**src/rtl/exc_entry_seq.sv**
```systemverilog
module exc_entry_seq #(
  parameter int VEC_W = 8,
  parameter int DS_W  = 2,
  parameter int U_BIT = 8,
  parameter int M_BIT = 9
) (
  input  logic             clk,
  input  logic             rst_n,
  input  logic             req_nmi,
  input  logic             req_bfault,
  input  logic             req_brk,
  input  logic             req_irq,
  input  logic [VEC_W-1:0] brk_vec,
  input  logic [VEC_W-1:0] bf_vec,
  input  logic [VEC_W-1:0] irq_vec,
  input  logic [31:0]      cur_pc,
  input  logic [31:0]      cur_sp,
  input  logic [31:0]      cur_ccs,
  input  logic [31:0]      base_addr,
  input  logic [31:0]      ksp_saved,
  input  logic [DS_W-1:0]  dslot_cnt,
  output logic             mem_req,
  output logic [31:0]      mem_addr,
  input  logic             mem_valid,
  input  logic [31:0]      mem_rdata,
  output logic             busy,
  output logic             done,
  output logic [31:0]      new_pc,
  output logic             erp_we,
  output logic [31:0]      erp_val,
  output logic             nrp_we,
  output logic [31:0]      nrp_val,
  output logic [31:0]      exs_val,
  output logic             stk_swap,
  output logic [31:0]      usp_val,
  output logic [31:0]      sp_val,
  output logic [31:0]      ccs_val,
  output logic             dslot_clr,
  output logic             double_fault
);

  localparam logic [31:0] KEEP_TOP = 32'hC000_0000;
  localparam logic [31:0] LOW_MASK = 32'h0000_03FF;

  typedef enum logic [1:0] {ST_IDLE, ST_SAVE, ST_FETCH, ST_COMMIT} st_t;

  st_t             st;
  logic            nmi_q, bf_q, user_q;
  logic [VEC_W-1:0] vec_q;
  logic [31:0]     pc_q, sp_q, ksp_q, ccs_q, ebp_q;
  logic [31:0]     addr_q, ret_q, ccs_new_q, pc_new_q;
  logic [DS_W-1:0] ds_q;
  logic            fatal_q;

  logic            any_req, accept;
  logic [VEC_W-1:0] vec_sel;
  logic [31:0]     vec_ext, ccs_pre;

  assign any_req = req_nmi | req_bfault | req_brk | req_irq;
  assign accept  = (st == ST_IDLE) && !fatal_q && any_req;

  always_comb begin
    if (req_nmi)         vec_sel = '0;
    else if (req_bfault) vec_sel = bf_vec;
    else if (req_brk)    vec_sel = brk_vec;
    else                 vec_sel = irq_vec;
  end

  assign vec_ext = 32'(vec_q);

  always_comb begin
    ccs_pre = ccs_q;
    if (nmi_q) ccs_pre[M_BIT] = 1'b0;
  end

  always_ff @(posedge clk or negedge rst_n) begin
    if (!rst_n) begin
      st <= ST_IDLE;
      nmi_q <= 1'b0; bf_q <= 1'b0; user_q <= 1'b0;
      vec_q <= '0; ds_q <= '0;
      pc_q <= '0; sp_q <= '0; ksp_q <= '0; ccs_q <= '0; ebp_q <= '0;
      addr_q <= '0; ret_q <= '0; ccs_new_q <= '0; pc_new_q <= '0;
      fatal_q <= 1'b0;
    end else begin
      if (st != ST_IDLE && bf_q && req_bfault) fatal_q <= 1'b1;
      case (st)
        ST_IDLE: if (accept) begin
          nmi_q  <= req_nmi;
          bf_q   <= !req_nmi && req_bfault;
          vec_q  <= vec_sel;
          pc_q   <= cur_pc;
          sp_q   <= cur_sp;
          ksp_q  <= ksp_saved;
          ccs_q  <= cur_ccs;
          user_q <= cur_ccs[U_BIT];
          ebp_q  <= base_addr;
          ds_q   <= dslot_cnt;
          st     <= ST_SAVE;
        end
        ST_SAVE: begin
          addr_q    <= ebp_q + {vec_ext[29:0], 2'b00};
          ret_q     <= pc_q - 32'(ds_q);
          ccs_new_q <= ((ccs_pre & KEEP_TOP) | ((ccs_pre << 12) >> 2)) & ~LOW_MASK;
          st        <= ST_FETCH;
        end
        ST_FETCH: if (mem_valid) begin
          pc_new_q <= mem_rdata;
          st       <= ST_COMMIT;
        end
        default: st <= ST_IDLE;
      endcase
    end
  end

  assign busy         = (st != ST_IDLE);
  assign done         = (st == ST_COMMIT);
  assign mem_req      = (st == ST_FETCH);
  assign mem_addr     = addr_q;
  assign new_pc       = pc_new_q;
  assign erp_we       = done && !nmi_q;
  assign erp_val      = ret_q;
  assign nrp_we       = done && nmi_q;
  assign nrp_val      = pc_q;
  assign exs_val      = {16'h0000, vec_ext[7:0], 8'h00};
  assign stk_swap     = done && user_q;
  assign usp_val      = sp_q;
  assign sp_val       = ksp_q;
  assign ccs_val      = ccs_new_q;
  assign dslot_clr    = done && (ds_q != '0);
  assign double_fault = fatal_q;


  ret_reg_excl_chk: assert property (@(posedge clk) disable iff (!rst_n)
    !(erp_we && nrp_we));


  exs_fields_chk: assert property (@(posedge clk) disable iff (!rst_n)
    done |-> (exs_val[7:0] == 8'h00 && exs_val[31:16] == 16'h0000));


  ccs_low_clear_chk: assert property (@(posedge clk) disable iff (!rst_n)
    done |-> (ccs_val[9:0] == 10'h000));


  req_hold_chk: assert property (@(posedge clk) disable iff (!rst_n)
    (mem_req && !mem_valid) |=> (mem_req && $stable(mem_addr)));


  done_pulse_chk: assert property (@(posedge clk) disable iff (!rst_n)
    done |=> !done);


  fatal_sticky_chk: assert property (@(posedge clk) disable iff (!rst_n)
    double_fault |=> double_fault);


  busy_rise_chk: assert property (@(posedge clk) disable iff (!rst_n)
    $rose(busy) |-> $past(!double_fault));

endmodule

```
**config.mk**
```make
export PLATFORM = sky130hd
export DESIGN_NAME = exc_entry_seq
export DESIGN_NICKNAME = d
export VERILOG_FILES = /design/src/rtl/exc_entry_seq.sv
export SDC_FILE = /design/constraint.sdc
export NUM_CORES = 1
export LEC_CHECK = 0
export BUFFER_PORTS_ARGS = -buffer_cell sky130_fd_sc_hd__buf_2
export CELL_PAD_IN_SITES_DETAIL_PLACEMENT = 2
export CELL_PAD_IN_SITES_GLOBAL_PLACEMENT = 2
export CORE_MARGIN = 3
export CORE_UTILIZATION = 31
export CTS_CLUSTER_DIAMETER = 40
export DETAILED_ROUTE_END_ITERATION = 10
export HOLD_SLACK_MARGIN = 0.03
export PLACE_DENSITY_LB_ADDON = 0.1
export SLEW_MARGIN = 15
export SYNTH_ARGS = -nofsm -noshare
export SYNTH_HDL_FRONTEND = slang
export SYNTH_SLANG_ARGS = --single-unit
export TNS_END_PERCENT = 30
```
**constraint.sdc**
```tcl
create_clock -name clk -period 5.2 [get_ports clk]
set_clock_uncertainty 0.15 [all_clocks]
set_input_delay 1.04 -clock clk [delete_from_list [all_inputs] [get_ports clk]]
set_output_delay 1.04 -clock clk [all_outputs]
set_load 0.03 [all_outputs]
```
==> impl_results.md, run 1 <==
- Worst EP required: 5500 ps
- Worst setup EP type: register
- Fin crit share: 61.9%
- Largest net degree at the start of global routing: 111
- Setup TNS: 0 ps
- Clock sink count: 283
- # rows: 72
- WP data arrival: 3520 ps
- Cells after synthesis: 1,288
- Reg2Reg Setup Slack: 1980 ps
- Max Cap Viol: 0
- Die Area: 0.0427 mm^2
- Minimum clock period after layout: 3220 ps
- Antenna-violating nets left: 0
- Via density: 4.85
- Post-synthesis cell type count: 55
- Layout cells sized above 1: 35.3%
- Total gr overflow: 0
- Post-CTS setup buffers: 0
- Prevailing post-synth register cell: dfrtp_1
- First-pass GRT wire length: 72.9 mm
- Hpwl dp: 34.0 mm
- Area Growth Syn to Fin: 36.9%
- LEAKAGE: 0.00873 uW
- Slowest-stage cell, CP: clkinv_1
- Rel. slew slack: 36.5%
- First-pass DRT Iterations: 4
- Mean area per synthesized cell: 9.68 um^2
- Maximum VDD drop: 0.000375 V
- R2R Path End: mem_addr[21]
- Reg2reg path depth: 5
- Clock Latency Late Sink: 590 ps
- Final Non-Filler Cells: 2,305
- Port Buffers: 444
- Synth warn: 0
- Startpoint Class: register
- Inserted Clock Buffers: 55
- DP Cell Count: 2,196
- Core box area: 0.0392 mm^2
- Post-Syn Area: 0.0125 mm^2
- Final setup margin: 1980 ps
- Clk buf depth: 3
- CP Class: reg -> reg
- PwrDens: 779 mW/mm^2
- CTS Hold Bufs: 0
- Yosys reg bits: 283
- Vias in the first global route: 12,280
- Final Setup Violations: 0
- Class of the worst hold path: in -> async
- RD Place Congestion: 0.765
- Root buffer cell: clkbuf_16
- Starting density of the core: 31.8%
- DRC: 0
- Worst-margin pin slew: 949 ps
- Fin. max-slew vios: 0
- Final Core Density: 43.6%
- RSZ-0062 raised after global routing: false
- Post-synth EDFFs: 0
- CP Cell Sequence: inv_1, ha_4, clkinv_1, o2bb2ai_1, or3b_2
- CTS tree: yes
- Max Fclk: 311 MHz
- CTS resizes: 0
- Final Routed Wirelength: 48.1 mm
- Final Hold Vio Count: 0
- Seq/Total Area, Yosys: 56.8%
- Post-synth ARST share: 100%
- Vias: 11,175
- Nets: 1,976
- Die height: 207 um
- Outcome: finished clean
- Crit-path max FO: 63
- Initial DRC count: 484
- Dpl ws: 1730 ps
- Clock transition at path regs: 50 ps
- I/O Pins: 489
- H-tree Lvls: 2
- Initial antenna violation count: 17
- WL/cell: 20.9 um
- Die span in x: 207 um
- Gr usage total: 22.2%
- Critical path's largest stage delay: 950 ps
- Reg-to-Reg Start: st[1]
[routing by layer]
metal / GRT usage (%) / wire, um / vias to the layer above
met5: 0 / 98 / -
met4: 8.44 / 1640 / 16
met3: 7.14 / 3610 / 96
met2: 37.8 / 23800 / 338
met1: 26.2 / 18900 / 5594
li1: - / - / 5131
[worst max-delay path by stage]
stage | from | to | depth (start not counted) | slack (ps)
final | st[1] | mem_addr[21] | 5 | 1980
after global placement | req_brk | vec_q[6] | 6 | 1820
after global routing | st[1] | mem_addr[21] | 5 | 1700
after detailed placement | req_brk | vec_q[6] | 6 | 1730
after floorplan | req_brk | sp_val[15] | 8 | 2350
after CTS | st[1] | mem_addr[21] | 5 | 1900
[layout by cell type, fill, tap and decap left out, drive strengths merged, types with 7 or more instances in the layout]
cell,instances
dfrtp,283
o21ai,28
nor3,10
conb,34
a21oi,42
and3,8
mux2i,11
bufinv,7
or3,13
clkbuf,69
buf,454
xnor2,29
nand2,470
o31ai,9
a31oi,15
ha,14
inv,19
clkinv,15
nand4,9
nor2,56
nand3,14
mux2,60
nor4,19
or4,8
diode,10
nor2b,7
a22oi,7
[final cells by class]
class | count | area, um^2
Antenna cell | 10 | 25.0
Clock buffer | 69 | 1540
Clock inverter | 30 | 368
Fill cell | 4315 | 22100
Inverter | 16 | 60.1
Multi-Input combinational cell | 925 | 4990
Sequential cell | 283 | 7080
Tap cell | 518 | 648
Timing Repair Buffer | 454 | 2360
[sequential cells by signal, summed over array words and instances (netlist names)]
name          cells
mem_addr         32
nrp_val          32
ebp_q            32
ccs_q            22
ds_q              2
nmi_q             1
st                2
new_pc           32
sp_val           32
usp_val          32
bf_q              1
erp_val          32
ccs_val          22
vec_q             8
double_fault      1
[worst max-delay path, delay by kind of cell, from the launching register on]
kind	cells	cell delay [ps]
compound gates	1	360
fa+ha+maj	1	620
simple gates	1	450
buf+inv	2	1080
flops	1	410
[per-stage QoR]
step	hold WS (ps)	cell area, um^2	power, uW
finish	304	17100	13300
global placement	302	15100	9470
global route	326	17100	14200
detailed placement	310	15100	9700
floorplan	290	12600	7670
CTS	322	17000	13500
[logic make-up after synthesis]
group,synth area share [%]
buf+inv,4.43
xor+xnor,2.32
compound gates,6.92
mux,6.30
flops,56.8
simple gates,21.5
fa+ha+maj,1.73
other cells,0.0301
[report_power, final]
part,switching [uW],internal [uW]
registers,849,3310
logic,3760,1720
clock network,1240,2430
total,5850,7460
[Yosys cell counts (9+ instances only)]
| library cell | n | area share [%] |
|---|---|---|
| a21oi_1 | 42 | 1.7 |
| dfrtp_1 | 283 | 57 |
| xnor2_1 | 29 | 2.0 |
| nand4_1 | 9 | 0.45 |
| or3_1 | 12 | 0.60 |
| buf_4 | 34 | 2.0 |
| ha_1 | 14 | 1.4 |
| nand3_1 | 14 | 0.56 |
| nand2_1 | 470 | 14 |
| o31ai_1 | 9 | 0.54 |
| a31oi_1 | 15 | 0.75 |
| nor4_1 | 19 | 0.95 |
| inv_1 | 14 | 0.42 |
| nor2_1 | 56 | 1.7 |
| clkbuf_1 | 55 | 1.7 |
| mux2_2 | 60 | 5.4 |
| o21ai_0 | 28 | 1.1 |
| mux2i_1 | 11 | 0.88 |
| nor3_1 | 10 | 0.40 |
(Power assumes the default switching activity.)
==> run 2, diff against run 1 <==
- ABC_AREA: not set -> 1
- CORE_UTILIZATION: 31 -> 25
- clock period: 5.2 -> 2.6 ns (I/O delays scaled with it)
==> impl_results.md, run 2 <==
- Layout cells sized above 1: 27.9% (-7.4 points)
- Most frequent cells in the layout: nand2_1 (706), buf_2 (443), dfrtp_1 (283)
- H-tree Lvls: 2 (unchanged)
- DRC: 0 (unchanged)
- Commonest cells post-synth: nand2_1 (706), dfrtp_1 (283), inv_1 (104), nor2_1 (100), o21ai_0 (71)
- Vias in the first global route: 15,269 (+24%)
- WP data arrival: 1780 ps (-1740 ps)
- Port Buffers: 444 (unchanged)
- Critical path's largest stage delay: 410 ps (-540 ps)
- # rows: 83 (+15%)
- Final Non-Filler Cells: 2,982 (+29%)
- Most common cell after layout, fill and taps aside: nand2_1
- Largest net degree at the start of global routing: 121 (+9.0%)
- DP Cell Count: 2,667 (+21%)
- Top cells by area, synth: dfrtp_1 (54%), nand2_1 (20%), inv_1 (3.0%)
- Total gr overflow: 0 (unchanged)
- Initial antenna violation count: 17 (unchanged)
- Starting density of the core: 25.4% (-6.4 points)
- Core box area: 0.0516 mm^2 (+32%)
- First-pass GRT wire length: 93.6 mm (+28%)
- Class of the worst hold path: in -> reg
- Worst setup EP type: primary output
- RD Place Congestion: 0.759 (-0.80%)
- RSZ-0062 raised after global routing: false
- I/O Pins: 489 (unchanged)
- Hpwl dp: 41.2 mm (+21%)
- Via density: 4.42 (-8.8%)
- CP Cell Sequence: ha_1, inv_1, nor2_1, buf_2
- Inserted Clock Buffers: 58 (+5.5%)
- Outcome: finished clean
- CP Class: reg -> out
- Die height: 235 um (+14%)
- Final Hold Vio Count: 0 (unchanged)
- Worst EP required: 1930 ps (-3570 ps)
- Top cell type's share of synthesized area: 54.0% (-2.8 points)
- Post-synth ARST share: 100% (unchanged)
- Vias: 13,179 (+18%)
- Post-Syn Area: 0.0131 mm^2 (+5.2%)
- Cells after synthesis: 1,579 (+23%)
- PwrDens: 647 mW/mm^2 (-17%)
- Root buffer cell: clkbuf_16
- Setup TNS: 0 ps (unchanged)
- Nets: 2,481 (+26%)
- Most frequent cell after synthesis: nand2_1
- Area Growth Syn to Fin: 53.5%
- Post-synthesis cell type count: 40 (-27%)
- Mean area per synthesized cell: 8.30 um^2 (-14%)
- Max Fclk: 408 MHz
- Seq/Total Area, Yosys: 54.0% (-2.8 points)
- Post-synth top area cell: dfrtp_1
- Initial DRC count: 404 (-17%)
- Clock sink count: 283 (unchanged)
- Synth warn: 0 (unchanged)
- Clock transition at path regs: 50 ps (about the same)
- Slowest-stage cell, CP: dfrtp_1
- CTS tree: yes
- Fin crit share: 94.3%
- Yosys reg bits: 283 (unchanged)
- Gr usage total: 21.5% (-0.67 points)
- Rel. slew slack: 59.8% (+23 points)
- Clk buf depth: 3 (unchanged)
- Die Area: 0.0552 mm^2 (+29%)
- Final Setup Violations: 0 (unchanged)
- Startpoint Class: register
- LEAKAGE: 0.0112 uW (+28%)
- Maximum VDD drop: 0.000511 V (+36%)
- Max Cap Viol: 0 (unchanged)
- Crit-path max FO: 4 (-94%)
- Minimum clock period after layout: 2450 ps
- Post-CTS setup buffers: 0 (unchanged)
- Fin. max-slew vios: 0 (unchanged)
- WL/cell: 20.0 um (-4.0%)
- Die span in x: 235 um (+14%)
- First-pass DRT Iterations: 4 (unchanged)
- Clock Latency Late Sink: 610 ps (+20 ps)
- Antenna-violating nets left: 0 (unchanged)
- Post-synth EDFFs: 0 (unchanged)
- Final Routed Wirelength: 59.8 mm (+24%)
- Prevailing post-synth register cell: dfrtp_1
- Worst-margin pin slew: 603 ps (-346 ps)
## run 2: cell count changes after synthesis, moves of 26 or more
cell      previous run  this run
inv_1               14       104
a21oi_1             42        13
nand2_1            470       706
o21ai_0             28        71
buf_2                0        26
clkbuf_1            55        13
mux2_2              60        32
nor2_1              56       100
nand3_1             14        70
## run 2: layout make-up
type / instances / area (um^2)
Fill cell: 5772 / 31500
Multi-Input combinational cell: 1128 / 5190
Tap cell: 680 / 851
Antenna cell: 13 / 32.5
Inverter: 109 / 417
Clock inverter: 39 / 518
Clock buffer: 70 / 1580
Timing Repair Buffer: 660 / 4460
Sequential cell: 283 / 7080
## run 2: worst paths after layout
| check | start | endpoint | slack [ps] | depth (start not counted) |
|---|---|---|---|---|
| max in group asynchronous | rst_n | ccs_q[15] | 1250 | 3 |
| max reg2reg | nrp_val[0] | erp_val[18] | 360 | 10 |
| max | st[0] | erp_we | 150 | 4 |
| min in group asynchronous | rst_n | nrp_val[18] | 260 | 2 |
| min reg2reg | ccs_val[16] | ccs_val[16] | 320 | 2 |
| min | base_addr[10] | ebp_q[10] | 60 | 3 |
## run 2: per-layer routing
metal	track usage, %	wire (um)	vias up
met4	5.84	1310	10
met2	37.1	29500	334
li1	-	-	6222
met5	0	76	-
met3	6.53	3920	92
met1	26.0	24900	6521
## run 2: worst max-delay path, delay by kind of cell (launching register included)
kind | cells | cell delay (ps)
buf+inv | 2 | 350
simple gates | 1 | 110
fa+ha+maj | 1 | 300
flops | 1 | 410
## run 2: timing repair
item | CTS | global route
hold buffers | 193 | 0
gates resized for setup | 0 | 2
endpoints found under the setup margin | 0 | 5
endpoints found under the hold margin | 258 | 0
## run 2: per-stage QoR
stage	total power (uW)	instance area (um^2)	setup WS [ps]	hold WS [ps]	utilization, %
finish	13000	20100	148	63.6	39.0
global placement	4850	16100	243	303	31.1
detailed placement	4860	16100	209	308	31.1
floorplan	4600	13200	441	74.4	-
global route	13500	20100	20.0	81.0	39.0
CTS	13200	20100	51.8	38.9	38.9
## run 2: where the power goes
part	internal, uW	switching [uW]	leakage (uW)
logic	326	293	0.00648
clock network	5250	2740	0.00101
registers	4410	0	0.00369
total	9980	3040	0.0112
## run 2: logic make-up after synthesis
group           after synthesis  share of synthesized area, %
mux                          32                          2.75
other cells                   1                        0.0286
flops                       283                          54.0
simple gates                912                          27.9
buf+inv                     201                          7.58
compound gates              119                          5.08
xor+xnor                     15                          1.00
fa+ha+maj                    16                          1.64
==> run 3, diff against run 2 <==
- ABC_AREA: 1 -> 0
- CORE_UTILIZATION: 25 -> 26
==> impl_results.md, run 3 (synthesized netlist as in run 1, its figures left out) <==
- Outcome: finished with violations
- Failing checks: negative setup slack
- CP most frequent cell: or4_4
- Sw power: 12,400 uW (+310%)
- First-pass GRT wire length: 84.1 mm (-10%)
- Vias: 12,147 (-7.8%)
- Layout cells sized above 1: 35.3% (+7.4 points)
- Final Hold Vio Count: 0 (unchanged)
- Area Growth Syn to Fin: 59.2%
- Logic pwr share: 42.9% (+38 points)
- Rel. slew slack: 60.0% (+0.19 points)
- Worst EP required: 2910 ps (+980 ps)
- Largest net degree at the start of global routing: 78 (-36%)
- Max Fclk: 383 MHz (-6.0%)
- WP data arrival: 2920 ps (+1140 ps)
- Total gr overflow: 0 (unchanged)
- Net Sw Frac: 44.0% (+21 points)
- Die span in x: 225 um (-4.3%)
- LEAKAGE: 0.00989 uW (-12%)
- Startpoint Class: register
- Inserted Clock Buffers: 59 (+1.7%)
- Slowest-stage cell, CP: or4_4
- WHS: 75.8 ps (+12.3 ps)
- Clock transition at path regs: 60 ps (about the same)
- Critical path's largest stage delay: 540 ps (+130 ps)
- Maximum VDD drop: 0.000755 V (+48%)
- H-tree Lvls: 2 (unchanged)
- Design Area, Final: 0.0199 mm^2 (-1.4%)
- RD Place Congestion: 0.743 (-2.0%)
- Starting density of the core: 26.6% (+1.2 points)
- Clock sink count: 283 (unchanged)
- DRC: 0 (unchanged)
- DP Area: 0.0157 mm^2 (-2.1%)
- Core box area: 0.0470 mm^2 (-9.0%)
- Crit-path max FO: 2 (-2)
- Gr usage total: 21.5% (about the same)
- Most common cell after layout, fill and taps aside: nand2_1
- PwrDens: 1420 mW/mm^2 (+120%)
- CTS tree: yes
- Setup TNS: -8.91 ps (-8.91 ps)
- CP Class: reg -> reg
- Clk network pwr share: 28.0% (-33 points)
- Most frequent cells in the layout: nand2_1 (470), buf_2 (443), dfrtp_1 (278)
- Antenna-violating nets left: 0 (unchanged)
- Die Area: 0.0506 mm^2 (-8.3%)
- Fin crit share: 100% (+6.0 points)
- Worst setup EP type: register
- Via density: 4.59 (+3.8%)
- CP Cell Sequence: or4_4, or4_4, or4_4, o31a_1, o31a_1
- WL/cell: 20.8 um (+3.9%)
- Minimum clock period after layout: 2610 ps (+156 ps)
- Clk buf depth: 3 (unchanged)
- Pint: 15,800 uW (+58%)
- Root buffer cell: clkbuf_16
- Nets: 2,227 (-10%)
- # rows: 79 (-4.8%)
- Reg power frac: 29.2% (-4.7 points)
- I/O Pins: 489 (unchanged)
- Final Setup Violations: 1 (+1)
- Max Cap Viol: 0 (unchanged)
- Vias in the first global route: 14,047 (-8.0%)
- Clock Latency Late Sink: 600 ps (about the same)
- RSZ-0062 raised after global routing: true
- Final Routed Wirelength: 55.1 mm (-7.7%)
- First-pass DRT Iterations: 4 (unchanged)
- Worst-margin pin slew: 600 ps (-2.90 ps)
- Class of the worst hold path: in -> reg
- Initial antenna violation count: 4 (-13)
- Hpwl dp: 36.0 mm (-13%)
- Die height: 225 um (-4.3%)
- Final setup margin: -8.91 ps (-156 ps)
- Port Buffers: 444 (unchanged)
- Fin. max-slew vios: 0 (unchanged)
- Initial DRC count: 418 (+3.5%)
[run 3: cell types whose count changed in the layout (fill, tap and decap cells not counted), sizes merged, moves of 9 or more]
cell and delta:
nor2 -57, buf +40, mux2i +11, nand2 -241
nand3 -60, o31ai +9, xnor2 +25, a21oi +28
diode -10, inv -91, mux2 +28, o21ai -57
nor4 +19, or3 +13
[run 3: layout make-up]
| cell class | count | area, um^2 |
|---|---|---|
| fillers | 5017 | 27100 |
| multi-input cells | 925 | 5090 |
| diodes | 3 | 7.51 |
| well taps | 607 | 759 |
| flip-flops and latches | 283 | 7090 |
| clock inverters | 45 | 514 |
| inverters | 16 | 60.1 |
| clock buffers | 67 | 1560 |
| repair buffers | 701 | 4770 |
[run 3: power groups by stage]
| stage | clock network [uW] | registers, uW | logic [uW] |
|---|---|---|---|
| after floorplan | 0 | 11400 | 4010 |
| after global placement | 0 | 8100 | 11400 |
| after detailed placement | 0 | 8210 | 11700 |
| after CTS | 8030 | 8200 | 12000 |
| after global routing | 8290 | 8570 | 13100 |
| final | 7880 | 8220 | 12100 |
[run 3: stage by stage]
stage / cells / utilization [%] / power [uW] / setup WS [ps]
after global routing: 2646 / 42.3 / 30000 / -80.0
final: 2647 / 42.3 / 28200 / -8.91
after detailed placement: 2331 / 33.5 / 19900 / -68.0
after floorplan: 1321 / - / 15400 / -140
after global placement: 2331 / 33.5 / 19500 / -47.2
after CTS: 2636 / 42.0 / 28200 / -12.9
[run 3: repair_timing]
action,in CTS,in global routing
endpoints found under the setup margin,3,18
hold buffers,193,0
gates cloned,0,2
pin swaps,1,13
buffers inserted,0,6
endpoints found under the hold margin,235,0
resized for setup,1,14
[run 3: critical path, delay by kind of cell (launching register included)]
kind / cells / cell delay, ps
flip-flops: 1 / 400
AO/OA/AOI/OAI: 2 / 520
AND/OR/NAND/NOR: 3 / 1420
[run 3: per-layer routing]
metal | track usage (%) | wire length (um) | up-vias
met3 | 6.36 | 3790 | 99
met1 | 24.6 | 21500 | 6086
li1 | - | - | 5630
met4 | 7.81 | 1860 | 2
met5 | 0 | 13 | -
met2 | 38.2 | 27900 | 330
[run 3: path summary, 6_finish.rpt]
path / start / endpoint / slack, ps / cells after the start
min in group asynchronous: rst_n / sp_val[23] / 300 / 2
max in group asynchronous: rst_n / erp_val[12] / 1230 / 3
max: nrp_val[22] / erp_val[31] / -9 / 5
min reg2reg: sp_val[2] / sp_val[2] / 320 / 2
max reg2reg: nrp_val[22] / erp_val[31] / -9 / 5
min: irq_vec[6] / vec_q[6] / 80 / 3
